[src/rtl/lfsr_fifo_pkg.sv]
package lfsr_fifo_pkg;
  typedef enum logic [1:0] {
    OP_IDLE = 2'd0,
    OP_WR   = 2'd1,
    OP_RD   = 2'd2,
    OP_BOTH = 2'd3
  } fifo_op_e;
endpackage

[src/rtl/lfsr_step.sv]
// One shift of the sequence; REVERSE picks predecessor instead of successor.
module lfsr_step #(
  parameter int unsigned W       = 4,
  parameter int unsigned TAP     = 2,
  parameter bit          REVERSE = 1'b0
) (
  input  logic [W-1:0] s_i,
  output logic [W-1:0] s_o
);
  generate
    if (!REVERSE) begin : g_fwd
      assign s_o = {s_i[W-2:0], s_i[W-1] ^ s_i[TAP]};
    end else begin : g_rev
      assign s_o = {s_i[0] ^ s_i[TAP+1], s_i[W-1:1]};
    end
  endgenerate
endmodule

[src/rtl/lfsr_ptr.sv]
module lfsr_ptr #(
  parameter int unsigned W    = 4,
  parameter int unsigned TAP  = 2,
  parameter int unsigned SEED = 1
) (
  input  logic         clk_i,
  input  logic         rst_ni,
  input  logic         adv_i,
  output logic [W-1:0] ptr_o
);
  logic [W-1:0] nxt;

  lfsr_step #(.W(W), .TAP(TAP), .REVERSE(1'b0)) u_step (
    .s_i (ptr_o),
    .s_o (nxt)
  );

  always_ff @(posedge clk_i or negedge rst_ni) begin
    if (!rst_ni)    ptr_o <= W'(SEED);
    else if (adv_i) ptr_o <= nxt;
  end
endmodule

[src/rtl/fifo_store.sv]
module fifo_store #(
  parameter int unsigned W      = 4,
  parameter int unsigned DATA_W = 8
) (
  input  logic              clk_i,
  input  logic              rst_ni,
  input  logic              we_i,
  input  logic [W-1:0]      waddr_i,
  input  logic [DATA_W-1:0] wdata_i,
  input  logic              re_i,
  input  logic [W-1:0]      raddr_i,
  output logic [DATA_W-1:0] rdata_o
);
  localparam int unsigned ENTRIES = 1 << W;

  logic [DATA_W-1:0] mem [ENTRIES];

  generate
    for (genvar i = 0; i < ENTRIES; i++) begin : g_ent
      always_ff @(posedge clk_i) begin
        if (we_i && waddr_i == W'(i)) mem[i] <= wdata_i;
      end
    end
  endgenerate

  always_ff @(posedge clk_i or negedge rst_ni) begin
    if (!rst_ni)   rdata_o <= '0;
    else if (re_i) rdata_o <= mem[raddr_i];
  end
endmodule

[src/rtl/fifo_flags.sv]
module fifo_flags
  import lfsr_fifo_pkg::*;
#(
  parameter int unsigned W        = 4,
  parameter int unsigned TAP      = 2,
  parameter int unsigned HALF_LVL = 8
) (
  input  logic         clk_i,
  input  logic         rst_ni,
  input  fifo_op_e     op_i,
  input  logic [W-1:0] rd_ptr_i,
  input  logic [W-1:0] wr_ptr_i,
  output logic         empty_o,
  output logic         full_o,
  output logic         half_o
);
  localparam logic [W-1:0] HALF_C = W'(HALF_LVL);

  logic [W-1:0] rd_next, rd_prev, occ;

  lfsr_step #(.W(W), .TAP(TAP), .REVERSE(1'b0)) u_rd_next (
    .s_i (rd_ptr_i),
    .s_o (rd_next)
  );
  lfsr_step #(.W(W), .TAP(TAP), .REVERSE(1'b1)) u_rd_prev (
    .s_i (rd_ptr_i),
    .s_o (rd_prev)
  );

  // Full: writer sits one step behind reader. Empty: reader's successor meets writer.
  always_ff @(posedge clk_i or negedge rst_ni) begin
    if (!rst_ni) begin
      empty_o <= 1'b1;
      full_o  <= 1'b0;
      occ     <= '0;
    end else begin
      unique case (op_i)
        OP_WR: begin
          empty_o <= 1'b0;
          occ     <= occ + 1'b1;
          if (wr_ptr_i == rd_prev) full_o <= 1'b1;
        end
        OP_RD: begin
          full_o <= 1'b0;
          occ    <= occ - 1'b1;
          if (rd_next == wr_ptr_i) empty_o <= 1'b1;
        end
        default: ;
      endcase
    end
  end

  assign half_o = (occ >= HALF_C);
endmodule

[src/rtl/lfsr_fifo.sv]
module lfsr_fifo
  import lfsr_fifo_pkg::*;
#(
  parameter int unsigned PTR_W    = 4,
  parameter int unsigned TAP      = 2,
  parameter int unsigned SEED     = 1,
  parameter int unsigned DATA_W   = 8,
  parameter int unsigned HALF_LVL = 1 << (PTR_W - 1)
) (
  input  logic              clk_i,
  input  logic              rst_ni,
  input  logic              wr_i,
  input  logic [DATA_W-1:0] wr_data_i,
  input  logic              rd_i,
  output logic [DATA_W-1:0] rd_data_o,
  output logic              empty_o,
  output logic              full_o,
  output logic              half_o
);
  logic           wr_acc, rd_acc;
  logic [PTR_W-1:0] wr_ptr, rd_ptr;
  fifo_op_e       op;

  assign wr_acc = wr_i & ~full_o;
  assign rd_acc = rd_i & ~empty_o;

  always_comb begin
    unique case ({rd_acc, wr_acc})
      2'b01:   op = OP_WR;
      2'b10:   op = OP_RD;
      2'b11:   op = OP_BOTH;
      default: op = OP_IDLE;
    endcase
  end

  lfsr_ptr #(.W(PTR_W), .TAP(TAP), .SEED(SEED)) u_wr_ptr (
    .clk_i  (clk_i),
    .rst_ni (rst_ni),
    .adv_i  (wr_acc),
    .ptr_o  (wr_ptr)
  );

  lfsr_ptr #(.W(PTR_W), .TAP(TAP), .SEED(SEED)) u_rd_ptr (
    .clk_i  (clk_i),
    .rst_ni (rst_ni),
    .adv_i  (rd_acc),
    .ptr_o  (rd_ptr)
  );

  fifo_store #(.W(PTR_W), .DATA_W(DATA_W)) u_store (
    .clk_i   (clk_i),
    .rst_ni  (rst_ni),
    .we_i    (wr_acc),
    .waddr_i (wr_ptr),
    .wdata_i (wr_data_i),
    .re_i    (rd_acc),
    .raddr_i (rd_ptr),
    .rdata_o (rd_data_o)
  );

  fifo_flags #(.W(PTR_W), .TAP(TAP), .HALF_LVL(HALF_LVL)) u_flags (
    .clk_i    (clk_i),
    .rst_ni   (rst_ni),
    .op_i     (op),
    .rd_ptr_i (rd_ptr),
    .wr_ptr_i (wr_ptr),
    .empty_o  (empty_o),
    .full_o   (full_o),
    .half_o   (half_o)
  );
endmodule

[config.mk]
export PLATFORM = sky130hd
export DESIGN_NAME = lfsr_fifo
export DESIGN_NICKNAME = d
export VERILOG_FILES = /design/src/rtl/lfsr_fifo_pkg.sv /design/src/rtl/lfsr_step.sv /design/src/rtl/lfsr_ptr.sv /design/src/rtl/fifo_store.sv /design/src/rtl/fifo_flags.sv /design/src/rtl/lfsr_fifo.sv
export SDC_FILE = /design/constraint.sdc
export NUM_CORES = 1
export LEC_CHECK = 0
export ABC_AREA = 1
export ABC_CLOCK_PERIOD_IN_PS = 2000
export BUFFER_PORTS_ARGS = -buffer_cell sky130_fd_sc_hd__buf_2
export CAP_MARGIN = 20
export CORE_MARGIN = 2
export CORE_UTILIZATION = 35
export DETAILED_ROUTE_END_ITERATION = 6
export PLACE_DENSITY = 0.61
export SKIP_CTS_REPAIR_TIMING = 1
export SLEW_MARGIN = 20
export SYNTH_ARGS = -nofsm -noshare
export SYNTH_HDL_FRONTEND = slang
export SYNTH_SLANG_ARGS = --single-unit
[constraint.sdc]
create_clock -name clk_i -period 2 [get_ports clk_i]
set_input_delay 0.2 -clock clk_i [delete_from_list [all_inputs] [get_ports clk_i]]
set_output_delay 0.2 -clock clk_i [all_outputs]
set_load 0.02 [all_outputs]
==> metrics.yaml, run 1 <==
outcome:
  run_status: "complete, no violations"
power:
  powerDensity_nw_per_um2: 1380
  total_leakage_power_nw: 3.480
  ir_worst_vdd_uv: 1072
  design_power_total_mw: 10.86
clocking:
  clkSlewWorstSetupHoldPaths_ns: 0.07
  cts_num_sinks: 150
  clockBufferDepth: 2
  cts.root.buffer_cell: "sky130_fd_sc_hd__clkbuf_16"
  worst_skew_pair.late_latency_ns: 0.42
  cts_h_tree_depth: 4
  cts-buffers-inserted: 17
  cts_tree: "yes"
synth:
  yosysWarningCount: 0
  post_synth_inst_count: 702
  post_synth_xor_area_fraction_pct: 0.7799
  count_of_different_cell_masters_after_synthesis: 20
  synth.yosys.seq_area_share_pct: 65.27
  synth-simple-area-share_pct: 21.34
  post_synth_mux_area_share_pct: 0
  synth_top_area_share_pct: 57.05
  synth_compound_area_share_pct: 2.191
  yosys.area_share.adder_pct: 1.486
  syn_avg_cell_area_um2: 9.598
  syn-num-nets: 722
  largest_family_of_logic_cells_by_synthesized_area: "simple AND/OR/NAND/NOR gates"
  yosysTopAreaCell: "sky130_fd_sc_hd__edfxtp_1"
  yosys-top-cells-area: "sky130_fd_sc_hd__edfxtp_1, sky130_fd_sc_hd__nand2_1, sky130_fd_sc_hd__dfrtp_1"
  post_synth_instance_area_um2: 6738
  synth.ff_latch_count: 150
cells_and_area:
  antenna-diode-count: 0
  flow.area_growth_from_synthesis_pct: 16.84
  most_frequent_cells_in_the_layout: "sky130_fd_sc_hd__nand2_1, sky130_fd_sc_hd__edfxtp_1, sky130_fd_sc_hd__inv_1"
  most_common_library_cell_in_the_layout_ignoring_fill_and_taps: "sky130_fd_sc_hd__nand2_1"
  final_cell_count_no_fill: 988
  nNetsFinal: 761
  drive_gt1_share_pct: 11.01
grt:
  wire_length_of_the_first_global_routing_pass_um: 23180
  via_count_of_the_first_global_routing_pass: 4279
  grt_start_max_net_pins: 49
  grtUsageTotal_pct: 15.22
  global_route.usage.met1_pct: 21.19
  antenna_found_initial: 0
  grtUsageMet2_pct: 24.34
  busiest_layer: "met2"
  grt.met3_usage_pct: 3.454
  global_route_congestion_overflow_total: 0
min_path:
  worst_hold_startpoint: "wr_data_i[6]"
  holdPathEnd: "u_store.mem[12][6]"
  min-delay-path-class: "primary input to register"
  hold-path-cell-count: 1
worst_setup_path:
  reg2reg_from: "u_flags.empty_o"
  timing.critical_path.to_type: "register"
  worst-setup-path-type: "register to register"
  critical_path_peak_fanout: 6
  worst-endpoint-required_ns: 2.30
  ff2ff_setup_slack_ns: 0.20
  rr_endpoint: "u_flags.occ[2]"
  worst-endpoint-arrival_ns: 2.10
  reg2regPathDepth: 7
  start_kind: "register"
run:
  max-cap-violations: 0
placed_design:
  dp.cells: 955
  hpwl_um: 9337
  buffer_ports.inserted: 22
  place.gp.congestion: 0.8463
timing:
  timing.slew.headroom_pct: 64.43
  slew_violations: 0
  post-route-period-util_pct: 90.08
  finalWorstPathRequiredPeriod_ns: 1.802
  fin_tns_setup_ns: 0
  setup-violations-final: 0
  rsz_0062_raised_after_global_routing: "no"
  clock_skew_ns: 0.006176
  max_clock_freq_mhz: 555.1
  worst_pin_slew_ns: 0.5316
  final-hold-violation-count: 0
die:
  die_area_um2: 20380
  initial_cell_density_of_the_core_pct: 35.90
  io-pin-count: 23
  core.rowCount: 50
  dieHeight_um: 142.7
  fp.dieW_um: 142.7
  core_area_um2: 18770
drt:
  ant_nets: 0
  wl_per_cell_um: 14.67
  route.detailed.vias_per_inst: 4.484
  drt_pre_antenna_iters: 4
  detailroute.via_count: 4430
  remaining_drc_errors: 0
  drt_first_iter_violations: 375
  detailed_route_wl_um: 14500
## layout make-up
type	instances	area (µm²)
flip-flops and latches	150	4398
multi-input cells	403	1740
repair buffers	46	317.8
well taps	234	292.8
fillers	1802	10900
clock buffers	17	425.4
clock inverters	15	236.5
inverters	123	461.7
## synthesized netlist by cell type
library cell,count
sky130_fd_sc_hd__nand2_1,227
sky130_fd_sc_hd__edfxtp_1,128
sky130_fd_sc_hd__inv_1,121
sky130_fd_sc_hd__nor2_1,67
sky130_fd_sc_hd__nand3_1,63
sky130_fd_sc_hd__o21ai_0,25
sky130_fd_sc_hd__dfrtp_1,19
sky130_fd_sc_hd__buf_2,13
sky130_fd_sc_hd__ha_1,8
sky130_fd_sc_hd__clkbuf_1,7
sky130_fd_sc_hd__buf_4,5
sky130_fd_sc_hd__dfstp_2,3
sky130_fd_sc_hd__nand4_1,3
sky130_fd_sc_hd__xnor2_1,3
sky130_fd_sc_hd__xor2_1,3
sky130_fd_sc_hd__a21oi_1,2
sky130_fd_sc_hd__inv_2,2
sky130_fd_sc_hd__buf_6,1
sky130_fd_sc_hd__o211ai_1,1
sky130_fd_sc_hd__o21ai_1,1
## critical path, cell delays in order, from the launching register on
cell	delay [ns]
sky130_fd_sc_hd__dfstp_2	0.54
sky130_fd_sc_hd__nor2_1	0.06
sky130_fd_sc_hd__ha_1	0.27
sky130_fd_sc_hd__xor2_1	0.22
sky130_fd_sc_hd__ha_1	0.22
sky130_fd_sc_hd__a21oi_1	0.14
sky130_fd_sc_hd__xor2_1	0.15
sky130_fd_sc_hd__o21ai_0	0.08
## state kept, by name, summed over array words and instances (netlist names)
register and flops:
u_flags.empty_o 1, u_flags.full_o 1, u_wr_ptr.ptr_o 4, u_flags.occ 4, u_store.mem 128, u_store.rdata_o 8
u_rd_ptr.ptr_o 4
## per-stage QoR
stage	util, %	area, µm²	setup WS [ns]	hold WS (ns)
4_1_cts	41.89	7863	0.1902	-0.2442
5_1_grt	41.95	7873	0.07215	0.1747
2_1_floorplan	-	6743	0.008607	-0.09559
6_report	41.95	7873	0.1984	0.1850
3_3_place_gp	38.37	7201	0.2496	0.2088
3_5_place_dp	38.37	7201	0.1961	0.2105
## worst max-delay path by stage
| stage | startpoint | endpoint | slack (ns) | cells past startpoint |
|---|---|---|---|---|
| floorplan | u_flags.empty_o | u_flags.occ[2] | 0.009 | 8 |
| global placement | u_flags.empty_o | u_flags.occ[2] | 0.25 | 7 |
| detailed placement | u_flags.empty_o | u_flags.occ[2] | 0.20 | 7 |
| CTS | u_flags.empty_o | u_flags.occ[2] | 0.19 | 7 |
| global route | u_flags.empty_o | u_flags.occ[3] | 0.07 | 8 |
| finish | u_flags.empty_o | u_flags.occ[2] | 0.20 | 7 |
## cells by family after synthesis
logic type | count (synthesis)
buffers and inverters | 149
and+or+nand+nor | 360
adders and majority gates | 8
AOI/OAI and AO/OA | 29
DFF | 150
xor gates and xnor gates | 6
## where the power goes
group          switching, mW  internal (mW)
Combinational           2.27           1.03
Sequential             0.229           3.78
Clock                   1.40           2.15
## layer usage
layer  vias to the layer above  wire length (µm)
met5                         -                 0
met4                         0               125
met3                        11               547
met2                        78              6960
met1                      2049              6862
li1                       2292                 -
Note: power is estimated with default switching activity, not from simulation.
==> run 2, diff against run 1 <==
--- a/config.mk
+++ b/config.mk
@@ -13,6 +13,7 @@
 export CORE_UTILIZATION = 35
 export DETAILED_ROUTE_END_ITERATION = 6
 export PLACE_DENSITY = 0.61
+export SETUP_SLACK_MARGIN = 0.5
 export SKIP_CTS_REPAIR_TIMING = 1
 export SLEW_MARGIN = 20
 export SYNTH_ARGS = -nofsm -noshare
==> run 2 against run 1 <==
- worst hold slack gained 0.0081 ns
- critical path depth grew 3
- sequential share of layout area is 4.5 points lower
==> metrics.yaml, run 2 (synthesized netlist as in run 1, its figures left out) <==
cells_and_area:
  num-fill-cells: 1745  # was 1,802
  final_cell_count_no_fill: 1007  # was 988
  antenna-diode-count: 0  # unchanged
  seqCellArea_um2: 4402  # was 4398 µm²
  final_core_util_pct: 45.62  # was 41.95%
  largestRegisters: "u_store.mem: 128 flops, u_store.rdata_o: 8 flops"  # unchanged
  largest_reg_flops: 128  # unchanged
  flow.area_growth_from_synthesis_pct: 27.08  # was 16.84%
  finalInstanceArea_um2: 8562  # was 7873 µm²
  most_frequent_cells_in_the_layout: "sky130_fd_sc_hd__nand2_1, sky130_fd_sc_hd__edfxtp_1, sky130_fd_sc_hd__inv_1"  # unchanged
  nNetsFinal: 780  # was 761
  multi_input_comb_area_um2: 2110  # was 1740 µm²
  largest-register: "u_store.mem"  # unchanged
  most_common_library_cell_in_the_layout_ignoring_fill_and_taps: "sky130_fd_sc_hd__nand2_1"  # unchanged
  drive_gt1_share_pct: 21.86  # was 11.01%
drt:
  highest_layer: "met4"  # unchanged
  remaining_drc_errors: 0  # unchanged
  drt_first_iter_violations: 393  # was 375
  detailroute.via_count: 4810  # was 4,430
  ant_nets: 0  # unchanged
  drt_pre_antenna_iters: 5  # was 4
  routed-wl-met2_um: 8224  # was 6960 µm
  route.detailed.vias_per_inst: 4.777  # was 4.484
  detailed_route_wl_um: 16710  # was 14,500 µm
  wl_per_cell_um: 16.59  # was 14.67 µm
  met3_wirelength_um: 966  # was 547 µm
  met1Wirelength_um: 7169  # was 6862 µm
timing:
  setup-violations-final: 0  # unchanged
  clock_skew_ns: 0.009893  # was 0.006176 ns
  worst_pin_slew_ns: 0.6092  # was 0.5316 ns
  final-hold-violation-count: 0  # unchanged
  rsz_0062_raised_after_global_routing: "yes"  # was no
  final.setup.worst_slack_ns: 0.3040  # was 0.1984 ns
  timing.slew.headroom_pct: 59.24  # was 64.43%
  fin_tns_setup_ns: 0  # unchanged
  fin_worst_hold_slack_ns: 0.1931  # was 0.1850 ns
  slew_violations: 0  # unchanged
  finalWorstPathRequiredPeriod_ns: 1.696  # was 1.802 ns
  max_clock_freq_mhz: 589.6  # was 555.1 MHz
  post-route-period-util_pct: 84.80  # was 90.08%
power:
  powerDensity_nw_per_um2: 1389  # was 1380 nW/µm²
  power_frac_seq_pct: 34.1  # was 36.9%
  power.share.clock_pct: 24.6  # was 32.7%
  power_switching_mw: 4.445  # was 3.898 mW
  comb_power_share_pct: 41.4  # was 30.4%
  ir_worst_vdd_uv: 860.1  # was 1072 µV
  design_power_total_mw: 11.89  # was 10.86 mW
  total_leakage_power_nw: 3.695  # was 3.480 nW
  internal_power_mw: 7.449  # was 6.966 mW
  sw_frac_of_total_pct: 37.37  # was 35.88%
worst_setup_path:
  critical_path.most_common_cell: "sky130_fd_sc_hd__nand2_1"
  top_family_by_delay_on_critical_path: "flip-flops"  # unchanged
  start_kind: "register"  # unchanged
  timing.critical_path.slowest_cell_delay_ns: 0.58  # was 0.54 ns
  ff2ff_setup_slack_ns: 0.30  # was 0.20 ns
  timing.critical_path.cells: "buf_12, buf_8, clkbuf_16, nand2_1, nand3_1, nand2_1, nand2_1, nand3_2, nor2_2, nor2_1"  # was nor2_1, ha_1, xor2_1, ha_1, a21oi_1, xor2_1, o21ai_0
  critical_path_peak_fanout: 7  # was 6
  reg2reg_from: "u_rd_ptr.ptr_o[0]"  # was u_flags.empty_o
  worst-endpoint-required_ns: 2.31  # was 2.30 ns
  critPathSlowestCell: "sky130_fd_sc_hd__dfstp_2"  # unchanged
  timing.critical_path.to_type: "register"  # unchanged
  critPathBufInv: 3  # was 0
  cp-startpoint: "u_rd_ptr.ptr_o[0]"  # was u_flags.empty_o
  reg2regPathDepth: 10  # was 7
  rr_endpoint: "u_store.rdata_o[1]"  # was u_flags.occ[2]
  worst-endpoint-arrival_ns: 2.01  # was 2.10 ns
  worst-setup-path-type: "register to register"  # unchanged
placed_design:
  dp.cells: 943  # was 955
  detailedPlace.worstSlack_ns: 0.2663  # was 0.1961 ns
  hpwl_um: 9532  # was 9337 µm
  buffer_ports.inserted: 22  # unchanged
  place.gp.congestion: 0.8556  # was 0.8463
  placedInstanceArea_um2: 7188  # was 7201 µm²
run:
  max-cap-violations: 0  # unchanged
grt:
  grtUsageTotal_pct: 15.22  # about the same
  grt_start_max_net_pins: 47  # was 49
  global_route_congestion_overflow_total: 0  # unchanged
  antenna_found_initial: 0  # unchanged
  wire_length_of_the_first_global_routing_pass_um: 22820  # was 23,180 µm
  via_count_of_the_first_global_routing_pass: 4124  # was 4,279
clocking:
  clkSlewWorstSetupHoldPaths_ns: 0.06  # was 0.07 ns
  cts-buffers-inserted: 17  # unchanged
  cts.root.buffer_cell: "sky130_fd_sc_hd__clkbuf_16"  # unchanged
  worst_skew_pair.late_latency_ns: 0.43  # was 0.42 ns
  clockBufferDepth: 2  # unchanged
  cts_num_sinks: 150  # unchanged
  cts_h_tree_depth: 4  # unchanged
  cts_tree: "yes"  # unchanged
die:
  io-pin-count: 23  # unchanged
  dieHeight_um: 142.7  # unchanged
  initial_cell_density_of_the_core_pct: 35.90  # unchanged
  fp.dieW_um: 142.7  # unchanged
  die_area_um2: 20380  # unchanged
  core.rowCount: 50  # unchanged
  core_area_um2: 18770  # unchanged
min_path:
  holdPathEnd: "u_rd_ptr.ptr_o[0]"  # was u_store.mem[12][6]
  min-delay-path-class: "primary input to register"  # unchanged
  hold-path-cell-count: 5  # was 1
  worst_hold_startpoint: "rd_i"  # was wr_data_i[6]
outcome:
  run_status: "complete, no violations"  # unchanged
## run 2: changes by cell type in the layout (fill, tap and decap cells not counted), moves of 9 or more
| cell | previous run | this run |
|---|---|---|
| sky130_fd_sc_hd__nand2_1 | 227 | 204 |
| sky130_fd_sc_hd__nor2_1 | 66 | 46 |
| sky130_fd_sc_hd__nand2_2 | 0 | 18 |
| sky130_fd_sc_hd__nor2_4 | 0 | 17 |
| sky130_fd_sc_hd__nand3_1 | 63 | 48 |
| sky130_fd_sc_hd__nand3_2 | 0 | 15 |
| sky130_fd_sc_hd__buf_6 | 0 | 9 |
| sky130_fd_sc_hd__clkbuf_16 | 17 | 26 |
## run 2: worst max-delay path by stage
stage	to	depth (start not counted)
after floorplan	u_flags.occ[2]	8
after global placement	u_flags.occ[2]	8
after detailed placement	u_flags.occ[2]	8
after CTS	u_flags.occ[2]	8
after global routing	u_store.rdata_o[3]	11
final	u_store.rdata_o[1]	10
## run 2: area by class of cell
cell class | instances | share of cell area [%]
clock inverters | 11 | 1.008
flip-flops and latches | 150 | 51.41
clock buffers | 21 | 5.261
well taps | 234 | 3.420
inverters | 123 | 5.568
repair buffers | 65 | 8.695
multi-input cells | 403 | 24.64
## run 2: metal layers
metal | up-vias | track usage, %
li1 | 2339 | -
met1 | 2287 | 20.77
met2 | 159 | 23.99
met3 | 25 | 3.655
met4 | 0 | 5.055
met5 | - | 0
## run 2: worst reg2reg max path, cell delays in order (launching register included)
cell and delay (ns):
sky130_fd_sc_hd__dfstp_2 0.58, sky130_fd_sc_hd__buf_12 0.18, sky130_fd_sc_hd__buf_8 0.12, sky130_fd_sc_hd__clkbuf_16 0.14, sky130_fd_sc_hd__nand2_1 0.06, sky130_fd_sc_hd__nand3_1 0.09, sky130_fd_sc_hd__nand2_1 0.08, sky130_fd_sc_hd__nand2_1 0.09
sky130_fd_sc_hd__nand3_2 0.10, sky130_fd_sc_hd__nor2_2 0.10, sky130_fd_sc_hd__nor2_1 0.04
## run 2: power by group through the flow
| stage | Combinational (mW) | Clock (mW) | Sequential [mW] |
|---|---|---|---|
| after CTS | 3.39 | 2.96 | 4.04 |
| after detailed placement | 3.38 | 0 | 4.10 |
| final | 4.92 | 2.92 | 4.05 |
| after global placement | 3.35 | 0 | 4.09 |
| after global routing | 5.33 | 3.08 | 4.09 |
| after floorplan | 2.33 | 0 | 4.15 |
==> run 3, diff against run 2 <==
--- a/config.mk
+++ b/config.mk
@@ -6,13 +6,13 @@
 export NUM_CORES = 1
 export LEC_CHECK = 0
 export ABC_AREA = 1
-export ABC_CLOCK_PERIOD_IN_PS = 2000
+export ABC_CLOCK_PERIOD_IN_PS = 1800
 export BUFFER_PORTS_ARGS = -buffer_cell sky130_fd_sc_hd__buf_2
 export CAP_MARGIN = 20
 export CORE_MARGIN = 2
 export CORE_UTILIZATION = 35
 export DETAILED_ROUTE_END_ITERATION = 6
-export PLACE_DENSITY = 0.61
+export PLACE_DENSITY = 0.59
 export SETUP_SLACK_MARGIN = 0.5
 export SKIP_CTS_REPAIR_TIMING = 1
 export SLEW_MARGIN = 20
==> constraint.sdc (replaced) <==
create_clock -name clk_i -period 1.8 [get_ports clk_i]
set_input_delay 0.18 -clock clk_i [delete_from_list [all_inputs] [get_ports clk_i]]
set_output_delay 0.18 -clock clk_i [all_outputs]
set_load 0.02 [all_outputs]
==> run 3 against run 2 <==
- first-iteration DRC count grew 0.51%
- largest cell class unchanged
- critical path depth fell by 3
- register-to-register slack got worse by 0.12 ns
- clock power rose by 22%
==> metrics.yaml, run 3 (synthesized netlist as in run 1, its figures left out) <==
outcome:
  run_status: "complete, no violations"  # unchanged
run:
  max-cap-violations: 0  # unchanged
drt:
  wl_per_cell_um: 16.30  # was 16.59 µm
  detailroute.via_count: 4689  # was 4,810
  detailed_route_wl_um: 16220  # was 16,710 µm
  ant_nets: 0  # unchanged
  route.detailed.vias_per_inst: 4.713  # was 4.777
  remaining_drc_errors: 0  # unchanged
  drt_pre_antenna_iters: 4  # was 5
  drt_first_iter_violations: 395  # was 393
power:
  ir_worst_vdd_uv: 788.8  # was 860.1 µV
  internal_power_mw: 8.418  # was 7.449 mW
  power_frac_seq_pct: 33.6  # was 34.1%
  powerDensity_nw_per_um2: 1564  # was 1389 nW/µm²
  power.share.clock_pct: 26.5  # was 24.6%
  total_leakage_power_nw: 3.695  # about the same
  sw_frac_of_total_pct: 37.34  # was 37.37%
  comb_power_share_pct: 39.9  # was 41.4%
  power_switching_mw: 5.016  # was 4.445 mW
grt:
  via_count_of_the_first_global_routing_pass: 4334  # was 4,124
  global_route.usage.met1_pct: 21.82  # was 20.77%
  grt.met3_usage_pct: 3.454  # was 3.655%
  grtUsageTotal_pct: 16.03  # was 15.22%
  grtUsageMet2_pct: 25.56  # was 23.99%
  global_route_congestion_overflow_total: 0  # unchanged
  wire_length_of_the_first_global_routing_pass_um: 24190  # was 22,820 µm
  grt_start_max_net_pins: 34  # was 47
  antenna_found_initial: 0  # unchanged
  busiest_layer: "met2"  # unchanged
cells_and_area:
  largest_reg_flops: 128  # unchanged
  most_frequent_cells_in_the_layout: "sky130_fd_sc_hd__nand2_1, sky130_fd_sc_hd__edfxtp_1, sky130_fd_sc_hd__inv_1"  # unchanged
  num-fill-cells: 1720  # was 1,745
  final_cell_count_no_fill: 995  # was 1,007
  flow.area_growth_from_synthesis_pct: 27.45  # was 27.08%
  nNetsFinal: 768  # was 780
  final_core_util_pct: 45.75  # was 45.62%
  antenna-diode-count: 0  # unchanged
  finalInstanceArea_um2: 8587  # was 8562 µm²
  largest-register: "u_store.mem"  # unchanged
  seqCellArea_um2: 4402  # unchanged
  multi_input_comb_area_um2: 2260  # was 2110 µm²
  largestRegisters: "u_store.mem: 128 flops, u_store.rdata_o: 8 flops"  # unchanged
  drive_gt1_share_pct: 25.76  # was 21.86%
  most_common_library_cell_in_the_layout_ignoring_fill_and_taps: "sky130_fd_sc_hd__nand2_1"  # unchanged
worst_setup_path:
  worst-endpoint-required_ns: 2.12  # was 2.31 ns
  worst-endpoint-arrival_ns: 1.93  # was 2.01 ns
  worst-setup-path-type: "register to register"  # unchanged
  critical_path_peak_fanout: 5  # was 7
  cp-startpoint: "u_flags.empty_o"  # was u_rd_ptr.ptr_o[0]
  start_kind: "register"  # unchanged
  timing.critical_path.to_type: "register"  # unchanged
  reg2reg_from: "u_flags.empty_o"  # was u_rd_ptr.ptr_o[0]
placed_design:
  detailedPlace.worstSlack_ns: 0.1349  # was 0.2663 ns
  placedInstanceArea_um2: 7323  # was 7188 µm²
  hpwl_um: 9767  # was 9532 µm
  dp.cells: 942  # was 943
  buffer_ports.inserted: 22  # unchanged
  place.gp.congestion: 0.8748  # was 0.8556
die:
  die_area_um2: 20380  # unchanged
  initial_cell_density_of_the_core_pct: 35.90  # unchanged
  dieHeight_um: 142.7  # unchanged
  core.rowCount: 50  # unchanged
  io-pin-count: 23  # unchanged
  fp.dieW_um: 142.7  # unchanged
  core_area_um2: 18770  # unchanged
timing:
  fin_tns_setup_ns: 0  # unchanged
  slew_violations: 0  # unchanged
  final.setup.worst_slack_ns: 0.1845  # was 0.3040 ns
  finalWorstPathRequiredPeriod_ns: 1.616  # was 1.696 ns
  setup-violations-final: 0  # unchanged
  worst_pin_slew_ns: 0.5139  # was 0.6092 ns
  final-hold-violation-count: 0  # unchanged
  max_clock_freq_mhz: 619.0  # was 589.6 MHz
  timing.slew.headroom_pct: 65.74  # was 59.24%
  post-route-period-util_pct: 89.75  # was 84.80%
  clock_skew_ns: 0.006161  # was 0.009893 ns
  rsz_0062_raised_after_global_routing: "yes"  # unchanged
clocking:
  cts_tree: "yes"  # unchanged
  clockBufferDepth: 2  # unchanged
  clkSlewWorstSetupHoldPaths_ns: 0.06  # about the same
  cts_num_sinks: 150  # unchanged
  worst_skew_pair.late_latency_ns: 0.42  # was 0.43 ns
  cts-buffers-inserted: 17  # unchanged
  cts.root.buffer_cell: "sky130_fd_sc_hd__clkbuf_16"  # unchanged
  cts_h_tree_depth: 4  # unchanged
min_path:
  worst_hold_startpoint: "wr_data_i[0]"  # was rd_i
  min-delay-path-class: "primary input to register"  # unchanged
[run 3: cell types whose count changed in the layout (fill, tap and decap cells not counted), moves of 3 or more]
cell,delta
sky130_fd_sc_hd__nand2_1,-20
sky130_fd_sc_hd__ha_1,-3
sky130_fd_sc_hd__clkinvlp_4,+3
sky130_fd_sc_hd__clkinv_2,-5
sky130_fd_sc_hd__nand2_2,+15
sky130_fd_sc_hd__nand3_2,+10
sky130_fd_sc_hd__nand2_4,+8
sky130_fd_sc_hd__buf_4,-6
sky130_fd_sc_hd__nand2_8,-3
sky130_fd_sc_hd__nand3_1,-11
[run 3: final cells by class]
cell class                 instances  area share [%]
multi-input combinational        403           26.32
sequential                       150           51.26
clock buffer                      19           5.042
timing repair buffer              53           6.717
clock inverter                    13           1.821
inverter                         123           5.435
tap                              234           3.410
[run 3: critical path: stages, from the launching register on]
cell                      delay (ns)
sky130_fd_sc_hd__dfstp_2        0.56
sky130_fd_sc_hd__nor2_4         0.06
sky130_fd_sc_hd__ha_4           0.18
sky130_fd_sc_hd__xor2_2         0.19
sky130_fd_sc_hd__ha_2           0.19
sky130_fd_sc_hd__a21oi_2        0.11
sky130_fd_sc_hd__xor2_1         0.15
sky130_fd_sc_hd__o21ai_1        0.07
[run 3: power groups by stage]
stage / combinational (mW) / sequential (mW) / clock [mW]
global placement: 4.04 / 4.57 / 0
detailed placement: 4.04 / 4.58 / 0
global route: 5.88 / 4.56 / 3.73
finish: 5.36 / 4.52 / 3.56
floorplan: 2.81 / 4.62 / 0
CTS: 4.06 / 4.51 / 3.59
[run 3: final timing paths]
| kind | depth (start not counted) | slack (ns) | end |
|---|---|---|---|
| max | 7 | 0.18 | u_flags.occ[2] |
| max in group asynchronous | 2 | 1.16 | u_wr_ptr.ptr_o[1] |
| min | 1 | 0.18 | u_store.mem[13][0] |
| min reg2reg | 2 | 0.49 | u_store.rdata_o[4] |
| min in group asynchronous | 2 | 0.26 | u_flags.occ[3] |
| max reg2reg | 7 | 0.18 | u_flags.occ[2] |
[run 3: per-stage QoR]
| step | total power, mW | hold slack (ns) |
|---|---|---|
| global route | 14.17 | 0.1911 |
| floorplan | 7.433 | -0.1156 |
| finish | 13.43 | 0.1783 |
| detailed placement | 8.622 | 0.1915 |
| global placement | 8.611 | 0.1962 |
| CTS | 12.16 | -0.2567 |
[run 3: layer usage]
metal / wire (µm) / share of wire [%]
met1: 7274 / 45
met2: 7973 / 49
met3: 615 / 3.8
met4: 351 / 2.2
met5: 0 / 0
